## src/rtl/irq_ctrl_pkg.sv

```systemverilog
package irq_ctrl_pkg;

  localparam logic [7:0] OFF_STATUS = 8'h00;
  localparam logic [7:0] OFF_MASK   = 8'h04;

  typedef enum logic [1:0] {
    SEL_NONE   = 2'd0,
    SEL_STATUS = 2'd1,
    SEL_MASK   = 2'd2
  } rd_sel_e;

endpackage

```

## src/rtl/irq_rst_sync.sv

```systemverilog
module irq_rst_sync #(
  parameter int STAGES = 2
) (
  input  logic clk,
  input  logic rst_n,
  output logic rst_n_o
);

  logic [STAGES-1:0] sync_q;
  logic [STAGES-1:0] sync_d;

  always_comb begin
    sync_d = {sync_q[STAGES-2:0], 1'b1};
  end

  always_ff @(posedge clk or negedge rst_n) begin
    if (!rst_n) sync_q <= '0;
    else        sync_q <= sync_d;
  end

  assign rst_n_o = sync_q[STAGES-1];

endmodule

```

## src/rtl/irq_mask_reg.sv

```systemverilog
module irq_mask_reg #(
  parameter int WIDTH = 32
) (
  input  logic             clk,
  input  logic             rst_n,
  input  logic             wr_en_i,
  input  logic [WIDTH-1:0] wdata_i,
  output logic [WIDTH-1:0] mask_o
);

  logic [WIDTH-1:0] mask_q;
  logic [WIDTH-1:0] mask_d;

  always_comb begin
    mask_d = mask_q;
    if (wr_en_i) mask_d = wdata_i;
  end

  always_ff @(posedge clk or negedge rst_n) begin
    if (!rst_n)       mask_q <= '0;
    else if (wr_en_i) mask_q <= mask_d;
  end

  assign mask_o = mask_q;


  mask_load_chk: assert property (@(posedge clk) disable iff (!rst_n)
    wr_en_i |=> (mask_o == $past(wdata_i)));


  mask_hold_chk: assert property (@(posedge clk) disable iff (!rst_n)
    !wr_en_i |=> $stable(mask_o));

endmodule

```

## src/rtl/irq_dma_event_bank.sv

```systemverilog
module irq_dma_event_bank #(
  parameter int                   NUM_LINES = 32,
  parameter int                   DMA_BASE  = 16,
  parameter logic [NUM_LINES-1:0] INFO_MASK = '0,
  localparam int                  NUM_DMA   = NUM_LINES - DMA_BASE
) (
  input  logic               clk,
  input  logic               rst_n,
  input  logic [NUM_DMA-1:0] src_i,
  input  logic               clr_wr_i,
  input  logic [NUM_DMA-1:0] wdata_i,
  output logic [NUM_DMA-1:0] status_o,
  output logic [NUM_DMA-1:0] halt_o
);

  for (genvar j = 0; j < NUM_DMA; j++) begin : g_line
    logic evt_q;
    logic evt_d;
    logic clr;

    assign clr = clr_wr_i & ~wdata_i[j];

    always_comb begin
      evt_d = evt_q;
      if (clr)      evt_d = 1'b0;
      if (src_i[j]) evt_d = 1'b1;
    end

    always_ff @(posedge clk or negedge rst_n) begin
      if (!rst_n) evt_q <= 1'b0;
      else        evt_q <= evt_d;
    end

    assign status_o[j] = evt_q;

    if (INFO_MASK[DMA_BASE+j]) begin : g_info
      assign halt_o[j] = 1'b0;
    end else begin : g_err
      assign halt_o[j] = evt_q;
    end


    set_wins_chk: assert property (@(posedge clk) disable iff (!rst_n)
      src_i[j] |=> status_o[j]);


    clear_chk: assert property (@(posedge clk) disable iff (!rst_n)
      (clr_wr_i && !wdata_i[j] && !src_i[j]) |=> !status_o[j]);


    sticky_chk: assert property (@(posedge clk) disable iff (!rst_n)
      (status_o[j] && !(clr_wr_i && !wdata_i[j])) |=> status_o[j]);
  end

endmodule

```

## src/rtl/irq_read_port.sv

```systemverilog
module irq_read_port
  import irq_ctrl_pkg::*;
#(
  parameter int WIDTH  = 32,
  parameter int ADDR_W = 8
) (
  input  logic              clk,
  input  logic              rst_n,
  input  logic              rd_i,
  input  logic [ADDR_W-1:0] addr_i,
  input  logic [WIDTH-1:0]  status_i,
  input  logic [WIDTH-1:0]  mask_i,
  output logic [WIDTH-1:0]  rdata_o
);

  rd_sel_e          sel;
  logic [WIDTH-1:0] rdata_q;
  logic [WIDTH-1:0] rdata_d;

  always_comb begin
    sel = SEL_NONE;
    if (addr_i == ADDR_W'(OFF_STATUS)) sel = SEL_STATUS;
    else if (addr_i == ADDR_W'(OFF_MASK)) sel = SEL_MASK;
  end

  always_comb begin
    unique case (sel)
      SEL_STATUS: rdata_d = status_i;
      SEL_MASK:   rdata_d = mask_i;
      default:    rdata_d = '0;
    endcase
  end

  always_ff @(posedge clk or negedge rst_n) begin
    if (!rst_n)    rdata_q <= '0;
    else if (rd_i) rdata_q <= rdata_d;
  end

  assign rdata_o = rdata_q;


  unmapped_zero_chk: assert property (@(posedge clk) disable iff (!rst_n)
    (rd_i && addr_i != ADDR_W'(OFF_STATUS) && addr_i != ADDR_W'(OFF_MASK))
      |=> (rdata_o == '0));

endmodule

```

## src/rtl/irq_status_ctrl.sv

```systemverilog
module irq_status_ctrl
  import irq_ctrl_pkg::*;
#(
  parameter int                   NUM_LINES = 32,
  parameter int                   DMA_BASE  = 16,
  parameter logic [NUM_LINES-1:0] INFO_MASK = 32'h0F0F_0000,
  parameter int                   ADDR_W    = 8,
  localparam int                  NUM_DMA   = NUM_LINES - DMA_BASE
) (
  input  logic                 clk,
  input  logic                 rst_n,
  input  logic [NUM_LINES-1:0] src_i,
  input  logic                 reg_wr_i,
  input  logic                 reg_rd_i,
  input  logic [ADDR_W-1:0]    reg_addr_i,
  input  logic [NUM_LINES-1:0] reg_wdata_i,
  output logic [NUM_LINES-1:0] reg_rdata_o,
  output logic                 irq_o,
  output logic [NUM_DMA-1:0]   halt_o
);

  logic                 rst_n_int;
  logic                 stat_wr;
  logic                 mask_wr;
  logic [NUM_LINES-1:0] mask_q;
  logic [NUM_DMA-1:0]   dma_status;
  logic [NUM_LINES-1:0] status_word;

  irq_rst_sync #(.STAGES(2)) u_rst_sync (
    .clk     (clk),
    .rst_n   (rst_n),
    .rst_n_o (rst_n_int)
  );

  assign stat_wr = reg_wr_i && (reg_addr_i == ADDR_W'(OFF_STATUS));
  assign mask_wr = reg_wr_i && (reg_addr_i == ADDR_W'(OFF_MASK));

  irq_mask_reg #(.WIDTH(NUM_LINES)) u_mask (
    .clk     (clk),
    .rst_n   (rst_n_int),
    .wr_en_i (mask_wr),
    .wdata_i (reg_wdata_i),
    .mask_o  (mask_q)
  );

  irq_dma_event_bank #(
    .NUM_LINES (NUM_LINES),
    .DMA_BASE  (DMA_BASE),
    .INFO_MASK (INFO_MASK)
  ) u_dma (
    .clk      (clk),
    .rst_n    (rst_n_int),
    .src_i    (src_i[NUM_LINES-1:DMA_BASE]),
    .clr_wr_i (stat_wr),
    .wdata_i  (reg_wdata_i[NUM_LINES-1:DMA_BASE]),
    .status_o (dma_status),
    .halt_o   (halt_o)
  );

  assign status_word = {dma_status, src_i[DMA_BASE-1:0]};
  assign irq_o       = |(status_word & mask_q);

  irq_read_port #(.WIDTH(NUM_LINES), .ADDR_W(ADDR_W)) u_rd (
    .clk      (clk),
    .rst_n    (rst_n_int),
    .rd_i     (reg_rd_i),
    .addr_i   (reg_addr_i),
    .status_i (status_word),
    .mask_i   (mask_q),
    .rdata_o  (reg_rdata_o)
  );


  masked_quiet_chk: assert property (@(posedge clk) disable iff (!rst_n_int)
    (mask_q == '0) |-> !irq_o);


  reset_quiet_chk: assert property (@(posedge clk)
    !rst_n_int |-> (!irq_o && halt_o == '0));


  halt_release_chk: assert property (@(posedge clk) disable iff (!rst_n_int)
    ((halt_o & ~$past(halt_o)) != '0) |-> ($past(src_i[NUM_LINES-1:DMA_BASE]) != '0));

endmodule

```

## config.mk

```make
export PLATFORM = sky130hd
export DESIGN_NAME = irq_status_ctrl
export DESIGN_NICKNAME = d
export VERILOG_FILES = /design/src/rtl/irq_ctrl_pkg.sv /design/src/rtl/irq_rst_sync.sv /design/src/rtl/irq_mask_reg.sv /design/src/rtl/irq_dma_event_bank.sv /design/src/rtl/irq_read_port.sv /design/src/rtl/irq_status_ctrl.sv
export SDC_FILE = /design/constraint.sdc
export NUM_CORES = 1
export LEC_CHECK = 0
export BUFFER_PORTS_ARGS = -buffer_cell sky130_fd_sc_hd__clkbuf_2
export CORE_UTILIZATION = 43
export DETAILED_ROUTE_END_ITERATION = 12
export HOLD_SLACK_MARGIN = 0.03
export PLACE_DENSITY = 0.76
export SLEW_MARGIN = 0
export SYNTH_ARGS = -nofsm -noshare
export SYNTH_HDL_FRONTEND = slang
export SYNTH_SLANG_ARGS = --single-unit
```

## constraint.sdc

```tcl
create_clock -name clk -period 3.3 [get_ports clk]
set_clock_uncertainty 0.2 [all_clocks]
set_input_delay 0.66 -clock clk [delete_from_list [all_inputs] [get_ports clk]]
set_output_delay 0.66 -clock clk [all_outputs]
set_load 0.02 [all_outputs]
```

==> impl_metrics.env, run 1 <==
export IMPL_status="finished with violations"
export IMPL_violations="DRC"
export IMPL_overflow=0
export IMPL_critical_path_class="in -> out"
export IMPL_placedInstanceArea_um2=4480
export IMPL_wl_per_cell_um=17.1
export IMPL_antenna_left=0
export IMPL_synth_distinct_cells=23
export IMPL_drive_above_1_share_pct=47.7
export IMPL_via_per_inst=5.29
export IMPL_syn_to_final_growth_pct=17.9
export IMPL_io_pins=125
export IMPL_antenna_found_initial=0
export IMPL_insertedDiodeCount=0
export IMPL_first_iter_violations=74
export IMPL_remaining_drc_errors=8
export IMPL_routed_wl_mm=8.95
export IMPL_cp_required_ns=2.44
export IMPL_yosys_area_top_type="dfrtp_1"
export IMPL_crit_fanout=2
export IMPL_grt_setup_unrepaired="no"
export IMPL_yosys_warnings=0
export IMPL_ys_flop_type="dfrtp_1"
export IMPL_fmax_mhz=342
export IMPL_drt_pass1_iterations=12
export IMPL_netlist_instances=308
export IMPL_rows=34
export IMPL_die_area_um2=9610
export IMPL_die_x_um=98.0
export IMPL_layout_nets=486
export IMPL_setup_violations=0
export IMPL_initial_core_util_pct=45.0
export IMPL_synthTopCellsByArea="dfrtp_1, o22ai_2, mux2i_1"
export IMPL_cp_common_cell="clkbuf_2"
export IMPL_cts_tree="built"
export IMPL_final_common_cell="clkbuf_2"
export IMPL_slew_violations=0
export IMPL_port_buffers=116
export IMPL_cp_arrival_ns=2.06
export IMPL_multiInputGateArea_um2=1560
export IMPL_die_h_um=98.0
export IMPL_cts_buffer_depth=2
export IMPL_grtUsageTotal_pct=19.6
export IMPL_vias=2765
export IMPL_first_global_vias=2834
export IMPL_post_cts_buffers=0
export IMPL_regArea_um2=2060
export IMPL_p_per_area_nw_per_um2=416
export IMPL_leakagePower_nw=2.27
export IMPL_grt_pass1_wl_mm=14.3
export IMPL_h_tree_depth=3
export IMPL_dpl_hpwl_mm=6.22
export IMPL_hold_buffers=1
export IMPL_coreArea_um2=8810
export IMPL_worstSkewPairLatency_ns=0.34
export IMPL_crit_chain="clkbuf_2 > a22oi_1 > nand4_1 > or4_1 > clkbuf_2"
export IMPL_cp_end_kind="output pin"
export IMPL_cts_resized_gates=0
export IMPL_period_minus_slack_ns=2.92
export IMPL_cp_slowest_cell="or4_1"
export IMPL_cp_top_family="simple AND/OR/NAND/NOR gates"
export IMPL_critPathLaunchType="input pin"
export IMPL_layout_common_cells="clkbuf_2, dfrtp_1, inv_1, mux2i_1, o22ai_2"
export IMPL_cts_buffers=9
export IMPL_avgSynthCellArea_um2=12.9
export IMPL_place_gp_congestion=0.782
export IMPL_clockRootBuffer="clkbuf_8"
export IMPL_ys_seq_elements=82
export IMPL_clock_sinks=82
export IMPL_r2r_slack_ns=1.92
export IMPL_drv_cap=0
export IMPL_grt_start_max_net_pins=81
export IMPL_ys_seq_area_share_pct=51.8
export IMPL_tightest_slew_ns=1.03
export IMPL_async_reset_ff_share_pct=100
export IMPL_slew_headroom_pct=31.6
export IMPL_hold_viol_final=0
export IMPL_clkSlewWorstSetupHoldPaths_ns=0.08
export IMPL_fillCellCount=796
export IMPL_tns_ns=0
export IMPL_cp_num_buf_inv=2
export IMPL_peakVddDrop_uv=213
export IMPL_slowest_delay_ns=0.60
export IMPL_fin_area_um2=4670
export IMPL_period_share_pct=88.5
export IMPL_synth_area_um2=3970
export IMPL_synth_edf_count=0
export IMPL_synth_top_cell_area_share_pct=51.8
export IMPL_hp_class="reg -> reg"
## cells in the mapped netlist, types with 4 or more instances
cell type and count:
mux2_1 4, buf_4 16, clkbuf_1 6, a22oi_1 16, nand2b_1 17, mux2_2 28
o22ai_2 30, mux2i_1 32, inv_1 32, buf_1 7, o41ai_1 16, dfrtp_1 82
nand4_1 4
## flip-flops by register name (all words and copies together) (netlist names)
signal / flops
u_rst_sync.sync_q: 2
u_dma.g_line.evt_q: 16
u_mask.mask_o: 32
u_rd.rdata_o: 32
## path summary, 6_finish.rpt
check | start | end | depth (start not counted)
worst min-delay path | u_rst_sync.sync_q[0]$_DFF_PN0_ | u_rst_sync.sync_q[1]$_DFF_PN0_ | 0
worst max register to register | u_rst_sync.sync_q[1]$_DFF_PN0_ | u_rd.rdata_o[6]$_DFFE_PN0P_ | 0
worst min register to register | u_rst_sync.sync_q[0]$_DFF_PN0_ | u_rst_sync.sync_q[1]$_DFF_PN0_ | 0
min in group asynchronous | u_rst_sync.sync_q[1]$_DFF_PN0_ | u_mask.mask_o[17]$_DFFE_PN0P_ | 0
worst max-delay path | src_i[13] | irq_o | 5
max in group asynchronous | u_rst_sync.sync_q[1]$_DFF_PN0_ | u_rd.rdata_o[6]$_DFFE_PN0P_ | 0
## layout make-up
class                           instances  area share [%]
Inverter                               32            2.57
Timing Repair Buffer                  121            13.3
Tap cell                              108            2.89
Sequential cell                        82            44.0
Clock inverter                          6            1.23
Multi-Input combinational cell        164            33.3
Clock buffer                           10            2.73
## report_power, final
group,total (mW),internal (mW),switching [mW]
Sequential,1.06,1.03,0.0334
Clock,0.692,0.345,0.347
Combinational,0.195,0.0907,0.104
## cell families (layout without fill, tap and decap cells)
logic type / count (synthesis) / in the layout / share of synthesized area (%)
AND/OR/NAND/NOR: 27 / 27 / 4.80
flip-flops: 82 / 82 / 51.8
multiplexers: 64 / 64 / 17.2
AO/OA/AOI/OAI: 64 / 64 / 16.3
other: 2 / 9 / 0.189
buffers and inverters: 69 / 169 / 9.75
## routing by layer
layer / wire length (µm) / global-route usage [%]
met1: 3950 / 25.2
met2: 4380 / 32.0
met3: 492 / 5.08
met4: 130 / 6.99
met5: 0 / 0
## through the flow
stage / utilization, % / worst slack [ns] / hold WS, ns / power [mW] / instances
finish: 53.1 / 0.378 / 0.163 / 1.95 / 523
global route: 53.1 / 0.232 / 0.180 / 2.05 / 523
floorplan: - / 0.647 / 0.131 / 1.19 / 315
global placement: 50.9 / 0.303 / 0.140 / 1.27 / 506
detailed placement: 50.9 / 0.362 / 0.148 / 1.28 / 506
CTS: 53.1 / 0.353 / 0.168 / 1.98 / 523
Note: power is estimated with default switching activity, not from simulation.
==> run 2: changes to the inputs <==
PLACE_DENSITY = unset   (was 0.76)
PLACE_DENSITY_LB_ADDON = 0.3   (was unset)
==> impl_metrics.env, run 2 (same netlist as run 1, synthesis figures left out) <==
export IMPL_place_gp_congestion=0.751
export IMPL_finalWorstSetupSlack_ns=0.514
export IMPL_via_per_inst=5.31
export IMPL_cts_tree="built"
export IMPL_clock_sinks=82
export IMPL_crit_path_end="irq_o"
export IMPL_clkSlewWorstSetupHoldPaths_ns=0.08
export IMPL_slowest_delay_ns=0.52
export IMPL_die_x_um=98.0
export IMPL_cp_top_family="simple AND/OR/NAND/NOR gates"
export IMPL_cp_depth=5
export IMPL_initial_core_util_pct=45.0
export IMPL_die_h_um=98.0
export IMPL_crit_chain="clkbuf_2 > a22oi_1 > nand4_1 > or4_1 > clkbuf_2"
export IMPL_utilization_pct=53.1
export IMPL_cp_required_ns=2.44
export IMPL_cp_slowest_cell="or4_1"
export IMPL_crit_fanout=2
export IMPL_dpl_hpwl_mm=6.10
export IMPL_fmax_mhz=359
export IMPL_min_delay_path_depth=0
export IMPL_period_share_pct=84.4
export IMPL_tns_ns=0
export IMPL_p_per_area_nw_per_um2=419
export IMPL_fin_area_um2=4670
export IMPL_rows=34
export IMPL_io_pins=125
export IMPL_hold_viol_final=0
export IMPL_wl_per_cell_um=17.3
export IMPL_h_tree_depth=3
export IMPL_cts_resized_gates=0
export IMPL_slew_violations=0
export IMPL_tightest_slew_ns=1.03
export IMPL_antenna_left=0
export IMPL_first_iter_violations=67
export IMPL_layout_common_cells="clkbuf_2, dfrtp_1, inv_1, mux2i_1, o22ai_2"
export IMPL_fillCellCount=801
export IMPL_hp_class="reg -> reg"
export IMPL_syn_to_final_growth_pct=17.9
export IMPL_vias=2767
export IMPL_peakVddDrop_uv=191
export IMPL_r2r_slack_ns=1.92
export IMPL_remaining_drc_errors=10
export IMPL_port_buffers=116
export IMPL_cp_end_kind="output pin"
export IMPL_setup_worst_path_start="src_i[13]"
export IMPL_drv_cap=0
export IMPL_status="finished with violations"
export IMPL_cts_buffer_depth=2
export IMPL_cp_arrival_ns=1.93
export IMPL_reg2reg_to="u_rd.rdata_o[9]$_DFFE_PN0P_"
export IMPL_cts_buffers=9
export IMPL_overflow=0
export IMPL_post_place_ws_ns=0.513
export IMPL_insertedDiodeCount=0
export IMPL_post_cts_buffers=0
export IMPL_drt_pass1_iterations=9
export IMPL_placedInstanceArea_um2=4480
export IMPL_setup_violations=0
export IMPL_layout_nets=486
export IMPL_final_common_cell="clkbuf_2"
export IMPL_dp_cells=506
export IMPL_leakagePower_nw=2.27
export IMPL_drive_above_1_share_pct=47.5
export IMPL_grt_setup_unrepaired="no"
export IMPL_grtUsageTotal_pct=19.8
export IMPL_clockRootBuffer="clkbuf_8"
export IMPL_reg2reg_from="u_rst_sync.sync_q[1]$_DFF_PN0_"
export IMPL_routed_wl_mm=9.03
export IMPL_hold_buffers=1
export IMPL_slew_headroom_pct=31.2
export IMPL_antenna_found_initial=0
export IMPL_final_cells=521
export IMPL_worstSkewPairLatency_ns=0.34
export IMPL_cp_num_buf_inv=2
export IMPL_worstRegToRegCells=0
export IMPL_die_area_um2=9610
export IMPL_critPathLaunchType="input pin"
export IMPL_cp_common_cell="clkbuf_2"
export IMPL_violations="DRC"
export IMPL_period_minus_slack_ns=2.79
export IMPL_grt_start_max_net_pins=81
export IMPL_critical_path_class="in -> out"
export IMPL_coreArea_um2=8810
export IMPL_grt_pass1_wl_mm=14.7
export IMPL_first_global_vias=2955
[run 2: changes by cell type in the layout (fill, tap and decap cells not counted)]
cell      before  now
clkinv_2       4    1
clkbuf_8       9   10
[run 2: area by class of cell]
| class | count | area [µm²] | area share, % |
|---|---|---|---|
| multi-input cells | 164 | 1560 | 33.3 |
| flip-flops and latches | 82 | 2060 | 44.0 |
| well taps | 108 | 135 | 2.89 |
| clock buffers | 11 | 141 | 3.03 |
| inverters | 32 | 120 | 2.57 |
| clock inverters | 3 | 42.5 | 0.910 |
| repair buffers | 121 | 621 | 13.3 |
[run 2: worst min-delay path by stage]
| stage | from | endpoint |
|---|---|---|
| after floorplan | u_rst_sync.sync_q[0]$_DFF_PN0_ | u_rst_sync.sync_q[1]$_DFF_PN0_ |
| after global placement | u_rst_sync.sync_q[0]$_DFF_PN0_ | u_rst_sync.sync_q[1]$_DFF_PN0_ |
| after detailed placement | u_rst_sync.sync_q[0]$_DFF_PN0_ | u_rst_sync.sync_q[1]$_DFF_PN0_ |
| after CTS | u_rst_sync.sync_q[0]$_DFF_PN0_ | u_rst_sync.sync_q[1]$_DFF_PN0_ |
| after global routing | u_rst_sync.sync_q[0]$_DFF_PN0_ | u_rst_sync.sync_q[1]$_DFF_PN0_ |
| final | u_rst_sync.sync_q[0]$_DFF_PN0_ | u_rst_sync.sync_q[1]$_DFF_PN0_ |
[run 2: per-stage QoR]
| stage | hold slack [ns] | total power [mW] |
|---|---|---|
| final | 0.169 | 1.96 |
| after global routing | 0.187 | 2.04 |
| after CTS | 0.166 | 1.98 |
| after detailed placement | 0.146 | 1.27 |
| after global placement | 0.138 | 1.27 |
| after floorplan | 0.131 | 1.19 |
[run 2: per-layer routing]
layer	part of all wire, %	vias to the layer above	GRT usage [%]
li1	-	1293	-
met4	1.7	0	6.99
met2	49	79	33.0
met1	46	1382	26.0
met5	0	-	0
met3	4.2	13	3.51
[run 2: report_power, final]
| part | total, mW | switching [mW] | internal [mW] |
|---|---|---|---|
| Sequential | 1.06 | 0.0335 | 1.03 |
| Combinational | 0.193 | 0.102 | 0.0906 |
| Clock | 0.705 | 0.343 | 0.362 |
